**src/rtl/shadow_pkg.sv**
```systemverilog
package shadow_pkg;

   // Positions inside the routing register
   localparam int RD_ROUTE_BIT = 4;
   localparam int WR_ROUTE_BIT = 5;
   localparam int LOCKED_BIT   = 6;

   // Window codes on the top three address bits
   localparam logic [2:0] ROM_AREA_CODE = 3'b110;
   localparam logic [2:0] FW_AREA_CODE  = 3'b111;

   typedef struct packed {
      logic rd_int;
      logic wr_int;
      logic oow;
   } shadow_attr_t;

endpackage

```
**src/rtl/shadow_cfg_regs.sv**
```systemverilog
module shadow_cfg_regs #(
   parameter int DATA_W     = 8,
   parameter int LOCKED_BIT = 6
) (
   input  logic              clk,
   input  logic              rst_n,
   input  logic              seg_we,
   input  logic [DATA_W-1:0] seg_wdata,
   input  logic              route_we,
   input  logic [DATA_W-1:0] route_wdata,
   output logic [DATA_W-1:0] seg_q,
   output logic [DATA_W-1:0] route_q,
   output logic              changed
);
   localparam logic [DATA_W-1:0] ROUTE_MASK = ~(DATA_W'(1) << LOCKED_BIT);

   generate
      if (LOCKED_BIT >= DATA_W) begin : g_bad_locked
         $error("shadow_cfg_regs: LOCKED_BIT outside the register");
      end
   endgenerate

   always_ff @(posedge clk) begin
      if (!rst_n) begin
         seg_q   <= '0;
         route_q <= '0;
         changed <= 1'b0;
      end else begin
         if (seg_we)   seg_q   <= seg_wdata;
         if (route_we) route_q <= route_wdata & ROUTE_MASK;
         changed <= seg_we | route_we;
      end
   end
endmodule

```
**src/rtl/shadow_area_dec.sv**
```systemverilog
module shadow_area_dec #(
   parameter int         ADDR_W    = 20,
   parameter int         SEGS      = 8,
   parameter logic [2:0] AREA_CODE = 3'b110
) (
   input  logic [ADDR_W-1:0] addr,
   input  logic [SEGS-1:0]   en_mask,
   output logic              hit,
   output logic              seg_en
);
   localparam int WIN_LSB = ADDR_W - 3;
   localparam int IDX_W   = (SEGS > 1) ? $clog2(SEGS) : 1;
   localparam int IDX_LSB = WIN_LSB - $clog2(SEGS);

   generate
      if ((SEGS & (SEGS - 1)) != 0 || SEGS < 1) begin : g_bad_segs
         $error("shadow_area_dec: SEGS must be a power of two");
      end
      if (IDX_LSB < 0) begin : g_bad_width
         $error("shadow_area_dec: too many segments for the address width");
      end
   endgenerate

   assign hit = (addr[ADDR_W-1:WIN_LSB] == AREA_CODE);

   generate
      if (SEGS == 1) begin : g_single
         assign seg_en = en_mask[0];
         logic unused_addr;
         assign unused_addr = ^addr[WIN_LSB-1:0];
      end else begin : g_multi
         logic [IDX_W-1:0] idx;
         assign idx    = addr[WIN_LSB-1:IDX_LSB];
         assign seg_en = en_mask[idx];
         if (IDX_LSB > 0) begin : g_low_bits
            logic unused_addr;
            assign unused_addr = ^addr[IDX_LSB-1:0];
         end
      end
   endgenerate
endmodule

```
**src/rtl/shadow_attr_gen.sv**
```systemverilog
module shadow_attr_gen
   import shadow_pkg::*;
#(
   parameter int DATA_W = 8
) (
   input  logic              rom_hit,
   input  logic              rom_en,
   input  logic              fw_hit,
   input  logic              fw_en,
   input  logic              below,
   input  logic [DATA_W-1:0] route,
   output shadow_attr_t      attr
);
   generate
      if (WR_ROUTE_BIT >= DATA_W || RD_ROUTE_BIT >= DATA_W) begin : g_bad_bits
         $error("shadow_attr_gen: routing bits outside the register");
      end
   endgenerate

   logic seg_on;

   always_comb begin
      seg_on      = (rom_hit & rom_en) | (fw_hit & fw_en);
      attr.rd_int = seg_on & route[RD_ROUTE_BIT];
      attr.wr_int = seg_on & route[WR_ROUTE_BIT];
      attr.oow    = below;
   end
endmodule

```
**src/rtl/shadow_attr_dec.sv**
```systemverilog
module shadow_attr_dec
   import shadow_pkg::*;
#(
   parameter int ADDR_W  = 20,
   parameter int DATA_W  = 8,
   parameter int ROM_SEGS = 8,
   parameter int FW_SEGS  = 4
) (
   input  logic              clk,
   input  logic              rst_n,
   input  logic              seg_we,
   input  logic [DATA_W-1:0] seg_wdata,
   input  logic              route_we,
   input  logic [DATA_W-1:0] route_wdata,
   input  logic [ADDR_W-1:0] mem_addr,
   output logic [DATA_W-1:0] seg_q,
   output logic [DATA_W-1:0] route_q,
   output logic              rd_internal,
   output logic              wr_internal,
   output logic              out_of_window,
   output logic              cfg_changed
);
   generate
      if (ROM_SEGS > DATA_W) begin : g_bad_rom
         $error("shadow_attr_dec: ROM_SEGS exceeds register width");
      end
      if (FW_SEGS > RD_ROUTE_BIT) begin : g_bad_fw
         $error("shadow_attr_dec: FW_SEGS overlaps the routing bits");
      end
   endgenerate

   logic         rom_hit, rom_en, fw_hit, fw_en, below;
   shadow_attr_t attr;

   shadow_cfg_regs #(.DATA_W(DATA_W), .LOCKED_BIT(LOCKED_BIT)) u_regs (
      .clk(clk), .rst_n(rst_n),
      .seg_we(seg_we), .seg_wdata(seg_wdata),
      .route_we(route_we), .route_wdata(route_wdata),
      .seg_q(seg_q), .route_q(route_q), .changed(cfg_changed)
   );

   shadow_area_dec #(.ADDR_W(ADDR_W), .SEGS(ROM_SEGS), .AREA_CODE(ROM_AREA_CODE)) u_rom (
      .addr(mem_addr), .en_mask(seg_q[ROM_SEGS-1:0]), .hit(rom_hit), .seg_en(rom_en)
   );

   shadow_area_dec #(.ADDR_W(ADDR_W), .SEGS(FW_SEGS), .AREA_CODE(FW_AREA_CODE)) u_fw (
      .addr(mem_addr), .en_mask(route_q[FW_SEGS-1:0]), .hit(fw_hit), .seg_en(fw_en)
   );

   assign below = (mem_addr[ADDR_W-1:ADDR_W-3] < ROM_AREA_CODE);

   shadow_attr_gen #(.DATA_W(DATA_W)) u_gen (
      .rom_hit(rom_hit), .rom_en(rom_en), .fw_hit(fw_hit), .fw_en(fw_en),
      .below(below), .route(route_q), .attr(attr)
   );

   assign rd_internal   = attr.rd_int;
   assign wr_internal   = attr.wr_int;
   assign out_of_window = attr.oow;
endmodule

```
**config.mk**
```make
export PLATFORM = sky130hd
export DESIGN_NAME = shadow_attr_dec
export DESIGN_NICKNAME = d
export VERILOG_FILES = /design/src/rtl/shadow_pkg.sv /design/src/rtl/shadow_cfg_regs.sv /design/src/rtl/shadow_area_dec.sv /design/src/rtl/shadow_attr_gen.sv /design/src/rtl/shadow_attr_dec.sv
export SDC_FILE = /design/constraint.sdc
export NUM_CORES = 1
export LEC_CHECK = 0
export ABC_CLOCK_PERIOD_IN_PS = 2870
export CORE_MARGIN = 10
export CORE_UTILIZATION = 49
export CTS_CLUSTER_DIAMETER = 50
export CTS_CLUSTER_SIZE = 24
export DETAILED_ROUTE_END_ITERATION = 8
export DONT_BUFFER_PORTS = 1
export SLEW_MARGIN = 20
export SYNTH_ARGS = -nofsm -noshare
export SYNTH_HDL_FRONTEND = slang
export SYNTH_SLANG_ARGS = --single-unit
```
**constraint.sdc**
```tcl
create_clock -name clk -period 2.87 [get_ports clk]
set_clock_uncertainty 0.2 [all_clocks]
set_input_delay 0.4305 -clock clk [delete_from_list [all_inputs] [get_ports clk]]
set_output_delay 0.4305 -clock clk [all_outputs]
set_load 0.02 [all_outputs]
```
* Word-level counts from Yosys, hierarchy flattened
Cells that the tools add are included.
** Storage, ports and cells
- Register bits :: 16
- Input bits :: 40
- Output and inout port bits :: 20
- Logic and storage cells :: 18
** Cells by class
- Order comparisons :: 3
- Eq/ne operators :: 2
- Multiplexer cells :: 4
- Bitwise logic cells :: 6
** Operators by type and width (number)
- $eq 3x3->1 const B :: 2
- $and 1x1->1 :: 4
- $lt 3x4->1 const B :: 1
- $bmux 1 s3 :: 1
- $lt 2x3->1 const B :: 1
- $lt 3x3->1 const B :: 1
- $bmux 1 s2 :: 1
- $mux 1 :: 2
- $or 1x1->1 :: 2

* Logic depth before layout (Yosys ltp)
- Word-level depth :: 5
- Depth in mapped cells :: 4
- Gate-level depth less buffers :: 3

* Cells and area by module
Synthesis repeated with hierarchy kept, for this count alone.
** Second synthesis, totals
- Cell total of the unflattened synthesis :: 63
- Area total of the unflattened synthesis :: 748.2 µm²
** By module, submodules not included
- shadow_cfg_regs :: times used 1, cells each 52, area an instance 610.6 µm², sequential area each 320.3 µm²
- shadow_area_dec (u_rom) :: times used 1, cells each 4, area an instance 72.6 µm², sequential area each 0.0 µm²
- shadow_attr_gen :: times used 1, cells each 4, area an instance 32.5 µm², sequential area each 0.0 µm²
- shadow_area_dec (u_fw) :: times used 1, cells each 2, area an instance 28.8 µm², sequential area each 0.0 µm²
- shadow_attr_dec :: times used 1, cells each 1, area an instance 3.8 µm², sequential area each 0.0 µm²

* Least setup slack after synthesis
Ideal clock, no wire load.
- Path kind :: input -> output
- Start :: input mem_addr[16]
- End :: output rd_internal
- Data arrival time :: 1.723 ns
- Data required time :: 2.240 ns
- Path slack :: 0.516 ns
- Stages :: 4
- Buffers on the path :: 1
- Path through :: buf_6 > mux2i_1 > mux4_2 > a211oi_1
** On the way
- Word-level cells in the longest chain between the ends :: 5
- Elaborated cells between the ends (all ways) :: 8
- Classes of those cells :: mux: 4; bitwise: 4
** RTL lines
- start: declaration :: RTL line shadow_attr_dec.sv:15 : input logic [ADDR_W-1:0] mem_addr,
- $bmux 1 s3 or $bmux 1 s2 (tied branches) :: RTL line shadow_area_dec.sv:34 : assign seg_en = en_mask[idx];
- $mux 1 (not written as such) :: RTL line shadow_area_dec.sv:34
- $and 1x1->1 :: RTL line shadow_attr_gen.sv:23 : seg_on = (rom_hit & rom_en) | (fw_hit & fw_en);
- $or 1x1->1 * :: RTL line shadow_attr_gen.sv:23
- $and 1x1->1 * :: RTL line shadow_attr_gen.sv:24 : attr.rd_int = seg_on & route[RD_ROUTE_BIT];
- end: declaration :: RTL line shadow_attr_dec.sv:18 : output logic rd_internal,
Every way passes the cells marked *; elsewhere a longest branch is shown, timed or not. The select of a mux whose other input is x is not followed.

* Worst setup path in the final report
- Start :: register u_regs.seg_q[3]
- End :: output wr_internal
** On the way
- Word-level cells in the longest chain between the ends :: 5
** RTL lines
- start: declaration :: RTL line shadow_cfg_regs.sv:11 : output logic [DATA_W-1:0] seg_q,
- start signal: assignment :: RTL line shadow_cfg_regs.sv:29 : if (seg_we) seg_q <= seg_wdata;
- $bmux 1 s3 :: RTL line shadow_area_dec.sv:34
- $mux 1 (not written as such) :: RTL line shadow_area_dec.sv:34
- $and 1x1->1 :: RTL line shadow_attr_gen.sv:23
- $or 1x1->1 :: RTL line shadow_attr_gen.sv:23
- $and 1x1->1 :: RTL line shadow_attr_gen.sv:25 : attr.wr_int = seg_on & route[WR_ROUTE_BIT];
- end: declaration :: RTL line shadow_attr_dec.sv:19 : output logic wr_internal,
No other way between the ends. The select of a mux whose other input is x is not followed.

==> results.sh <==
export IMPL_num_rows=13
export IMPL_p_sw_share_pct=24.5
export IMPL_yosysSeqAreaShare_pct=43.8
export IMPL_final_cell_mix="19 x mux2i_1, 16 x dfxtp_1, 15 x nor2b_1"
export IMPL_regToRegSetupSlack_ps=1860
export IMPL_area_growth_pct=5.30
export IMPL_grt_overflow=0
export IMPL_ys_warnings_count=0
export IMPL_synth_fp_nets=106
export IMPL_clk_pin_slew_ps=90
export IMPL_cts_max_level=1
export IMPL_numCtsBuffers=3
export IMPL_syn_area_um2=732
export IMPL_max_freq_mhz=408
export IMPL_slowest_delay_ps=500
export IMPL_drv_cap=0
export IMPL_period_minus_slack_ps=2450
export IMPL_worst_slack_ps=420
export IMPL_combPwrFrac_pct=8.4
export IMPL_power_switching_uw=109
export IMPL_hold_path_class="in2reg"
export IMPL_final_common_cell="mux2i_1"
export IMPL_path_cells="mux2i_1 -> mux4_2 -> a211oi_1 -> buf_4"
export IMPL_reg2reg_from="u_regs.seg_q[3]$_SDFFE_PN0P_"
export IMPL_ys_top_cells_by_area="dfxtp_1 44%, mux2i_1 26%, nor2b_1 13%, mux4_1 3.6%, mux4_2 3.1%"
export IMPL_nets=108
export IMPL_drive_gt1_share_pct=10.4
export IMPL_crit_required_ps=2240
export IMPL_power_density_mw_per_mm2=579
export IMPL_pwr_share_clk_pct=32.5
export IMPL_tns_ps=0
export IMPL_cts_setup_buffers=0
export IMPL_dr_pass1_iters=2
export IMPL_syn_inst=66
export IMPL_ant_nets=0
export IMPL_arrival_ps=1820
export IMPL_internal_power_uw=337
export IMPL_r2r_end="u_regs.seg_q[3]$_SDFFE_PN0P_"
export IMPL_worstSetupPathType="reg2out"
export IMPL_place_ws_ps=725
export IMPL_initial_core_util_pct=54.2
export IMPL_drt_iter0_markers=3
export IMPL_yosys_area_top_type="dfxtp_1"
export IMPL_grt_max_degree=17
export IMPL_grt_pass1_vias=520
export IMPL_die_h_um=58.7
export IMPL_path_max_fanout=3
export IMPL_path_buf_inv=1
export IMPL_gp_congestion=0.676
export IMPL_diodes=0
export IMPL_routed_wl_mm=1.66
export IMPL_status="finished, final reports clean"
export IMPL_hp_start="route_we"
export IMPL_core_area_mm2=0.00135
export IMPL_post_route_period_util_pct=85.4
export IMPL_clk_latency_ps=280
export IMPL_yosysTopAreaCellShare_pct=43.8
export IMPL_die_w_um=58.7
export IMPL_grt_pass1_wl_mm=2.66
export IMPL_setup_viol=0
export IMPL_syn_avg_cell_area_um2=11.1
export IMPL_reg2reg_depth=2
export IMPL_io_pins=60
export IMPL_finalHoldViolations=0
export IMPL_cp_top_family="multiplexers"
export IMPL_antenna_found_initial=0
export IMPL_p_leak_uw=0.000336
export IMPL_vias=466
export IMPL_dieArea_mm2=0.00344
export IMPL_drcViolationCount=0
export IMPL_rsz0062_at_grt="no"
export IMPL_whs_path_depth=1
export IMPL_cts_resized=0
export IMPL_vias_per_cell=5.68
export IMPL_whs_endpoint="u_regs.changed$_SDFF_PN0_"
export IMPL_seq_power_share_pct=59.0
export IMPL_ys_types=16
export IMPL_vdd_drop_max_mv=0.277
export IMPL_cts_hold_buffers=0
export IMPL_ctsRootBufferMaster="clkbuf_4"
export IMPL_cp_end_kind="primary output"
export IMPL_grt_usage_pct=9.82
export IMPL_power_uw=446
export IMPL_ys_seq_elements=16
export IMPL_place_port_buffers=0
export IMPL_cts_tree="done"
export IMPL_start_kind="flip-flop"
export IMPL_maxSlewViolCount=0
export IMPL_crit_slowest_cell="mux4_2"
export IMPL_cts_buffer_depth=2
export IMPL_cts_sinks=16
export IMPL_wl_per_cell_um=20.2
[synth_stat cells]
master	instances
mux4_2	1
buf_2	1
mux2i_1	19
buf_4	1
o21a_1	1
a211oi_1	2
nand2_1	1
buf_6	1
nand3_1	2
mux4_1	1
conb_1	1
inv_1	1
nor2_1	1
dfxtp_1	16
nor2b_1	15
clkbuf_1	2
[layer usage]
| layer | routed length (um) | global-route usage, % | vias to the layer above |
|---|---|---|---|
| met3 | 251 | 7.30 | 2 |
| met4 | 6 | 2.95 | 0 |
| met2 | 822 | 17.0 | 24 |
| li1 | - | - | 229 |
| met1 | 575 | 8.80 | 211 |
| met5 | 0 | 0 | - |
[state kept, by name, summed over array words and instances (netlist names)]
signal	flops
u_regs.route_q	7
u_regs.changed	1
u_regs.seg_q	8
[layout make-up]
class / count / area, um^2
timing repair buffer: 2 / 15.0
inverter: 1 / 3.75
clock buffer: 4 / 36.3
tap: 15 / 18.8
multi-input combinational: 44 / 377
fill: 117 / 579
sequential: 16 / 320
[how the worst max path moves through the flow]
stage	startpoint	to	slack, ps	cells past startpoint
floorplan	mem_addr[16]	rd_internal	520	4
global placement	u_regs.seg_q[7]$_SDFFE_PN0P_	rd_internal	730	4
detailed placement	u_regs.seg_q[3]$_SDFFE_PN0P_	wr_internal	720	4
CTS	u_regs.seg_q[3]$_SDFFE_PN0P_	wr_internal	410	4
global route	u_regs.seg_q[3]$_SDFFE_PN0P_	rd_internal	310	4
finish	u_regs.seg_q[3]$_SDFFE_PN0P_	wr_internal	420	4
[metrics by stage]
stage,area [um^2],hold slack (ps),std cells,util [%]
floorplan,732,359,66,-
global placement,734,343,78,54.4
detailed placement,734,348,78,54.4
CTS,771,55.5,82,57.1
global route,771,64.5,82,57.1
finish,771,62.5,82,57.1
[cells by family (layout without fill, tap and decap cells)]
kind of cell	count (synthesis)	after routing	share of synthesized area (%)
DFF	16	16	43.8
other	1	1	0.512
buffers and inverters	6	7	4.79
AOI/OAI and AO/OA	3	3	3.08
muxes	21	21	32.6
and+or+nand+nor	19	19	15.2
[power by group through the flow]
stage | Combinational [uW] | Sequential (uW) | Clock [uW]
floorplan | 43.6 | 265 | 0
global placement | 36.3 | 269 | 0
detailed placement | 38.1 | 270 | 0
CTS | 38.1 | 264 | 149
global route | 42.5 | 266 | 157
finish | 37.6 | 263 | 145
Power figures use the tool's default switching activity.
